--- src/rtl/crc16_pkg.sv ---
package crc16_pkg;
    localparam int CRC_W = 16;
    // x^12, x^5 and x^0 terms in conventional bit order (c0 is bit 15)
    localparam logic [CRC_W-1:0] GEN_TAPS = 16'h1021;

    typedef struct packed {
        logic [CRC_W-1:0] rem;
    } crc_state_t;
endpackage

--- src/rtl/crc16_serial_stage.sv ---
module crc16_serial_stage
    import crc16_pkg::*;
(
    input  logic [CRC_W-1:0] rem_i,
    input  logic             bit_i,
    output logic [CRC_W-1:0] rem_o
);
    logic fb;

    always_comb begin
        fb    = rem_i[CRC_W-1] ^ bit_i;
        rem_o = {rem_i[CRC_W-2:0], 1'b0} ^ (GEN_TAPS & {CRC_W{fb}});
    end
endmodule

--- src/rtl/crc16_unroll.sv ---
module crc16_unroll
    import crc16_pkg::*;
#(
    parameter int LANES = 8
) (
    input  logic [CRC_W-1:0] rem_i,
    input  logic [LANES-1:0] data_i,
    output logic [CRC_W-1:0] rem_o
);
    logic [CRC_W-1:0] chain [0:LANES];

    assign chain[0] = rem_i;

    for (genvar k = 0; k < LANES; k++) begin : g_stage
        crc16_serial_stage u_stage (
            .rem_i (chain[k]),
            .bit_i (data_i[LANES-1-k]),
            .rem_o (chain[k+1])
        );
    end

    assign rem_o = chain[LANES];
endmodule

--- src/rtl/crc16_stream_engine.sv ---
module crc16_stream_engine
    import crc16_pkg::*;
#(
    parameter int               LANES  = 8,
    parameter logic [15:0]      PRESET = 16'hFFFF
) (
    input  logic             clk,
    input  logic             rst,
    input  logic             clr_i,
    input  logic             valid_i,
    input  logic [LANES-1:0] data_i,
    output logic [15:0]      crc_o
);
    crc_state_t       state_d, state_q;
    logic [CRC_W-1:0] advanced;

    crc16_unroll #(.LANES(LANES)) u_net (
        .rem_i  (state_q.rem),
        .data_i (data_i),
        .rem_o  (advanced)
    );

    always_comb begin
        state_d = state_q;
        if (clr_i) begin
            state_d.rem = PRESET;
        end else if (valid_i) begin
            state_d.rem = advanced;
        end
    end

    always_ff @(posedge clk) begin
        if (rst) begin
            state_q.rem <= PRESET;
        end else begin
            state_q <= state_d;
        end
    end

    assign crc_o = state_q.rem;
endmodule

--- config.mk ---
export PLATFORM = sky130hd
export DESIGN_NAME = crc16_stream_engine
export DESIGN_NICKNAME = d
export VERILOG_FILES = /design/src/rtl/crc16_pkg.sv /design/src/rtl/crc16_serial_stage.sv /design/src/rtl/crc16_unroll.sv /design/src/rtl/crc16_stream_engine.sv
export SDC_FILE = /design/constraint.sdc
export NUM_CORES = 1
export LEC_CHECK = 0
export ABC_AREA = 1
export ABC_CLOCK_PERIOD_IN_PS = 900
export BUFFER_PORTS_ARGS = -buffer_cell sky130_fd_sc_hd__clkbuf_2
export CORE_UTILIZATION = 30
export DETAILED_ROUTE_END_ITERATION = 8
export PLACE_DENSITY = 0.51
export SKIP_LAST_GASP = 1
export SLEW_MARGIN = 20
export SYNTH_ARGS = -nofsm -noshare
export SYNTH_HDL_FRONTEND = slang
export SYNTH_SLANG_ARGS = --single-unit
--- constraint.sdc ---
create_clock -name clk -period 0.9 [get_ports clk]
set_input_delay 0.135 -clock clk [delete_from_list [all_inputs] [get_ports clk]]
set_output_delay 0.135 -clock clk [all_outputs]
set_load 0.05 [all_outputs]
==> results of run 1 <==
## how the worst max path moves through the flow
stage	startpoint	endpoint	slack, ns
finish	crc_o[12]	crc_o[12]	-0.17
floorplan	crc_o[15]	crc_o[12]	-0.12
detailed placement	crc_o[13]	crc_o[13]	-0.14
global route	crc_o[15]	crc_o[8]	-0.23
global placement	crc_o[13]	crc_o[13]	-0.13
CTS	crc_o[12]	crc_o[12]	-0.18
## area by class of cell
cell class	count	area [um2]
fillers	283	1100
multi-input cells	115	855.8
repair buffers	54	639.4
flip-flops and latches	16	367.9
inverters	27	108.9
well taps	44	55.05
clock buffers	3	22.52
clock inverters	1	3.754
## kinds of logic after synthesis
logic type	after synthesis	share of synthesized area
buf+inv	31	0.1319
flops	16	0.3126
xor+xnor	1	0.008549
simple gates	92	0.4298
compound gates	22	0.1172
## Yosys cell counts (all sizes together)
cell,number,area share
nand2,67,0.29
inv,27,0.099
nand3,22,0.12
dfxtp,16,0.31
a21oi,12,0.059
o21ai,6,0.029
o211ai,4,0.029
buf,3,0.020
nor2,3,0.018
clkbuf,1,0.013
xnor2,1,0.0085
## metrics by stage
stage | util | hold slack [ns]
2_1_floorplan | - | 0.2637
3_3_place_gp | 0.4286 | 0.4862
3_5_place_dp | 0.4286 | 0.5001
4_1_cts | 0.5766 | 0.2335
5_1_grt | 0.6512 | 0.2350
6_report | 0.6512 | 0.2337
## layer usage
metal,GRT usage,wire length [um],up-vias
met2,0.3375,1598,20
li1,-,-,620
met1,0.2120,1380,564
met5,0,0,-
met4,0.06169,17,0
met3,0.02772,64,2
## power by group
| group | switching (mW) | internal, mW | total [mW] |
|---|---|---|---|
| registers | 0.0478 | 0.730 | 0.777 |
| clock network | 0.248 | 0.161 | 0.409 |
| logic | 0.513 | 0.423 | 0.937 |
| total | 0.809 | 1.31 | 2.12 |
## repair_timing
item | 4_1_cts | 5_1_grt
setup endpoints to repair | 30 | 32
resized for setup | 76 | 56
buffers inserted | 11 | 3
hold buffers | 0 | 0
pin swaps | 13 | 14
## critical path, cell delays in order, from the launching register on
cell and delay, ns:
dfxtp_4 0.37, buf_6 0.12, clkbuf_16 0.16
==> results.py, run 1 <==
metrics = {
    "run_status": {
        "status": "finished with violations",
        "violations": "setup timing",
    },
    "timing": {
        "fin_setup_tns_ns": -2.914,
        "setup_viol": 31,
        "drv_slew": 0,
        "period_share": 1.191,
        "max_freq_mhz": 933.1,
        "rsz0062_at_grt": "true",
        "worst_slack_ns": -0.1716,
        "maxSlewHeadroom": 0.8270,
        "hold_violations": 0,
        "clock_skew_ns": 0.004386,
        "tightest_slew_ns": 0.2591,
        "fin_crit_ns": 1.072,
    },
    "global_routing": {
        "grt_pass1_vias": 1188,
        "grt_pass1_wl_mm": 4.947,
        "grt_start_max_net_pins": 15,
        "antenna_found_initial": 0,
        "track_usage": 0.1820,
        "grt_overflow": 0,
    },
    "floorplanning": {
        "start_util": 0.3250,
        "core_region_area_um2": 3153,
        "die_width_um": 60.45,
        "dieHeight_um": 60.45,
        "ios": 28,
        "core.rowCount": 20,
        "fp.dieArea_um2": 3654,
    },
    "placement": {
        "dp_cells": 244,
        "placed_cell_area_um2": 1351,
        "post-place-ws_ns": -0.1386,
        "io_buffers": 27,
        "gp_congestion": 0.7605,
        "place_hpwl_mm": 1.968,
    },
    "final_layout": {
        "largest_reg_flops": 16,
        "stdcell_count": 260,
        "final_cell_mix": "nand2_2, nand2_4, nand2_1",
        "postLayoutCellArea_um2": 2053,
        "area_growth_pct": 100.4,
        "layout_commonest_cell": "nand2_2",
        "finalNetCount": 229,
        "drive_gt1_frac": 0.6991,
        "num_antenna_cells": 0,
    },
    "drt": {
        "wl_per_cell_um": 11.77,
        "routed_wl_mm": 3.061,
        "drcViolationCount": 0,
        "vias": 1206,
        "drt_iter0_drc": 24,
        "dr.pass1.iters": 4,
        "vias_per_cell": 4.638,
        "ant_nets": 0,
    },
    "logic_synthesis": {
        "ys_seq_elements": 16,
        "ys_seq_area_frac": 0.3126,
        "yosys_warnings": 0,
        "avgSynthCellArea_um2": 6.326,
        "synthesis.area_um2": 1025,
        "mappedNetlistNets": 174,
        "yosysUniqueCellTypes": 17,
        "synthCells": 162,
    },
    "pwr": {
        "vdd_ir_drop_max_uv": 502.2,
        "p_total_mw": 2.123,
        "leakagePower_nw": 1.072,
        "power_density_nw_per_um2": 1034,
    },
    "setup_path": {
        "worst_r2r_path_depth": 8,
        "reg2reg_setup_slack_ns": -0.16,
        "r2r_start": "crc_o[15]",
        "crit_required_ns": 0.76,
        "start_kind": "flip-flop",
        "critPathCaptureType": "primary output",
        "cp_max_fo": 4,
        "r2r_end": "crc_o[8]",
        "crit_type": "flip-flop to primary output",
        "worstPathArrival_ns": 0.94,
    },
    "clock_tree": {
        "cts_buffer_depth": 2,
        "cts_root_buffer": "clkbuf_4",
        "clock_latency_ns": 0.29,
        "cts.sinks": 16,
        "cts_buffers": 3,
        "clkSlewWorstSetupHoldPaths_ns": 0.10,
        "cts_tree": "built",
        "h-tree-depth": 1,
    },
    "min_path": {
        "whs_endpoint": "crc_o[2]",
        "hp-class": "input port to flip-flop",
        "whs_path_depth": 4,
        "min_from": "rst",
    },
    "run": {
        "drv_cap": 0,
    },
}
Power figures use the tool's default switching activity.
==> inputs of run 2 (changes only) <==
--- a/config.mk
+++ b/config.mk
@@ -5,12 +5,12 @@
 export SDC_FILE = /design/constraint.sdc
 export NUM_CORES = 1
 export LEC_CHECK = 0
-export ABC_AREA = 1
+export ABC_AREA = 0
 export ABC_CLOCK_PERIOD_IN_PS = 900
 export BUFFER_PORTS_ARGS = -buffer_cell sky130_fd_sc_hd__clkbuf_2
 export CORE_UTILIZATION = 30
 export DETAILED_ROUTE_END_ITERATION = 8
-export PLACE_DENSITY = 0.51
+export PLACE_DENSITY = 0.52
 export SKIP_LAST_GASP = 1
 export SLEW_MARGIN = 20
 export SYNTH_ARGS = -nofsm -noshare
==> results.py, run 2 <==
metrics = {
    "run_status": {
        "status": "finished with violations",
        "violations": "DRC, setup timing",
    },
    "clock_tree": {
        "cts_tree": "built",
        "cts_root_buffer": "clkbuf_4",
        "clkSlewWorstSetupHoldPaths_ns": 0.10,
        "cts_buffer_depth": 2,
        "h-tree-depth": 1,
        "cts.sinks": 16,
        "hold_buffers": 0,
        "cts_buffers": 3,
        "clock_latency_ns": 0.28,
    },
    "timing": {
        "clock_skew_ns": 0.002391,
        "rsz0062_at_grt": "true",
        "fin_crit_ns": 1.234,
        "period_share": 1.371,
        "drv_slew": 0,
        "tightest_slew_ns": 0.2349,
        "max_freq_mhz": 810.6,
        "fin_setup_tns_ns": -5.376,
        "worst_slack_ns": -0.3336,
        "hold_slack_ns": 0.2173,
        "hold_violations": 0,
        "setup_viol": 32,
        "maxSlewHeadroom": 0.8434,
    },
    "global_routing": {
        "antenna_found_initial": 0,
        "grt_start_max_net_pins": 12,
        "grt_pass1_wl_mm": 3.732,
        "track_usage": 0.1504,
        "grt_pass1_vias": 829,
        "grt_overflow": 0,
    },
    "logic_synthesis": {
        "ys_seq_area_frac": 0.3512,
        "synthTopCellsByArea": "dfxtp_1, xnor3_1, xor3_1, xnor2_1, o211ai_1",
        "ys_seq_elements": 16,
        "netlist.area_leader.share": 0.3512,
        "synthCells": 81,
        "yosys.area.top_type": "dfxtp_1",
        "synthesis.area_um2": 912.1,
        "synthFlopType": "dfxtp_1",
        "avgSynthCellArea_um2": 11.26,
        "yosysUniqueCellTypes": 21,
        "synth_edf_count": 0,
        "yosys-top-cells-count": "dfxtp_1, xnor2_1, nand2_1, o211ai_1, xnor3_1",
        "yosysMostFrequentCell": "dfxtp_1",
        "yosys_warnings": 0,
        "mappedNetlistNets": 93,
        "synthArstFlopShare": 0,
    },
    "drt": {
        "drcViolationCount": 6,
        "drt_iter0_drc": 14,
        "dr.pass1.iters": 6,
        "wl_per_cell_um": 12.64,
        "vias_per_cell": 4.617,
        "vias": 831,
        "ant_nets": 0,
        "routed_wl_mm": 2.275,
    },
    "floorplanning": {
        "ios": 28,
        "dieHeight_um": 57.14,
        "core_region_area_um2": 2829,
        "die_width_um": 57.14,
        "core.rowCount": 19,
        "fp.dieArea_um2": 3265,
        "start_util": 0.3224,
    },
    "min_path": {
        "min_from": "valid_i",
        "hp-class": "input port to flip-flop",
        "whs_path_depth": 3,
    },
    "final_layout": {
        "num_antenna_cells": 0,
        "drive_gt1_frac": 0.6779,
        "nFillCells": 209,
        "area_growth_pct": 116.3,
        "utilization": 0.6975,
        "multi_input_area_um2": 708.2,
        "regArea_um2": 360.3,
        "layout_commonest_cell": "buf_6",
        "finalNetCount": 162,
        "largest_reg_flops": 16,
        "stdcell_count": 180,
        "final_cell_mix": "buf_6, buf_4, clkbuf_16",
    },
    "setup_path": {
        "r2r_start": "crc_o[12]",
        "crit_type": "flip-flop to flip-flop",
        "worstPathArrival_ns": 1.42,
        "critPathCaptureType": "flip-flop",
        "cp_max_fo": 3,
        "crit_required_ns": 1.09,
        "worst_r2r_path_depth": 3,
        "start_kind": "flip-flop",
        "startpoint": "crc_o[12]",
    },
    "pwr": {
        "leakagePower_nw": 0.9403,
        "vdd_ir_drop_max_uv": 787.0,
        "power_density_nw_per_um2": 1207,
    },
    "run": {
        "drv_cap": 0,
    },
    "placement": {
        "post-place-ws_ns": -0.3406,
        "dp_cells": 163,
        "io_buffers": 27,
        "gp_congestion": 0.6884,
        "place_hpwl_mm": 1.553,
    },
}
==> run 2: cell count changes in the layout (fill, tap and decap cells not counted), moves of 8 or more <==
| cell | change |
|---|---|
| nand2_1 | -12 |
| inv_1 | -14 |
| buf_6 | +11 |
| inv_2 | -9 |
| nand3_2 | -11 |
| nand3_1 | -8 |
| nand2_4 | -21 |
| nand2_2 | -26 |
==> run 2: per-stage QoR <==
step / instance area (um2) / power, mW
after detailed placement: 1421 / 1.672
after CTS: 1921 / 2.358
after floorplan: 1036 / 1.397
after global routing: 1973 / 2.520
final: 1973 / 2.382
after global placement: 1421 / 1.665
==> run 2: logic make-up after synthesis <==
family                    count (synthesis)  synth area share
AOI/OAI and AO/OA                        21            0.1440
xor gates and xnor gates                 24            0.4157
buffers and inverters                     6           0.02469
DFF                                      16            0.3512
and+or+nand+nor                          14           0.06448
==> run 2: per-layer routing <==
| metal | GRT usage | routed length [um] | vias up |
|---|---|---|---|
| met3 | 0.04308 | 99 | 2 |
| met1 | 0.2014 | 1058 | 391 |
| met5 | 0 | 0 | - |
| met4 | 0.05226 | 13 | 0 |
| li1 | - | - | 422 |
| met2 | 0.2336 | 1104 | 16 |
==> run 2: cell type report <==
| cell class | count | area share |
|---|---|---|
| clock buffer | 3 | 0.01141 |
| sequential | 16 | 0.1826 |
| multi-input combinational | 59 | 0.3589 |
| clock inverter | 1 | 0.001902 |
| inverter | 1 | 0.001902 |
| tap | 31 | 0.01966 |
| timing repair buffer | 69 | 0.4236 |
==> run 2: worst paths after layout <==
check / endpoint / slack, ns
hold reg to reg: crc_o[15] / 0.57
hold / removal: crc_o[6] / 0.22
setup / recovery: crc_o[12] / -0.33
setup reg to reg: crc_o[12] / -0.33
==> run 2: timing repair <==
| action | in CTS | in global routing |
|---|---|---|
| endpoints found under the hold margin | 0 | 0 |
| buffers inserted | 10 | 3 |
| endpoints found under the setup margin | 32 | 32 |
| gates resized for setup | 71 | 9 |
| pin swaps | 19 | 7 |
==> run 2: report_power, final <==
part           switching (mW)  total, mW  internal, mW
Combinational           0.455       1.19         0.733
Sequential             0.0547      0.802         0.748
Clock                   0.231      0.392         0.161
Total                   0.740       2.38          1.64
==> run 2: worst max-delay path, stage by stage, from the launching register on <==
cell     delay (ns)
dfxtp_4        0.39
xor2_4         0.17
xnor3_1        0.40
a21bo_1        0.19
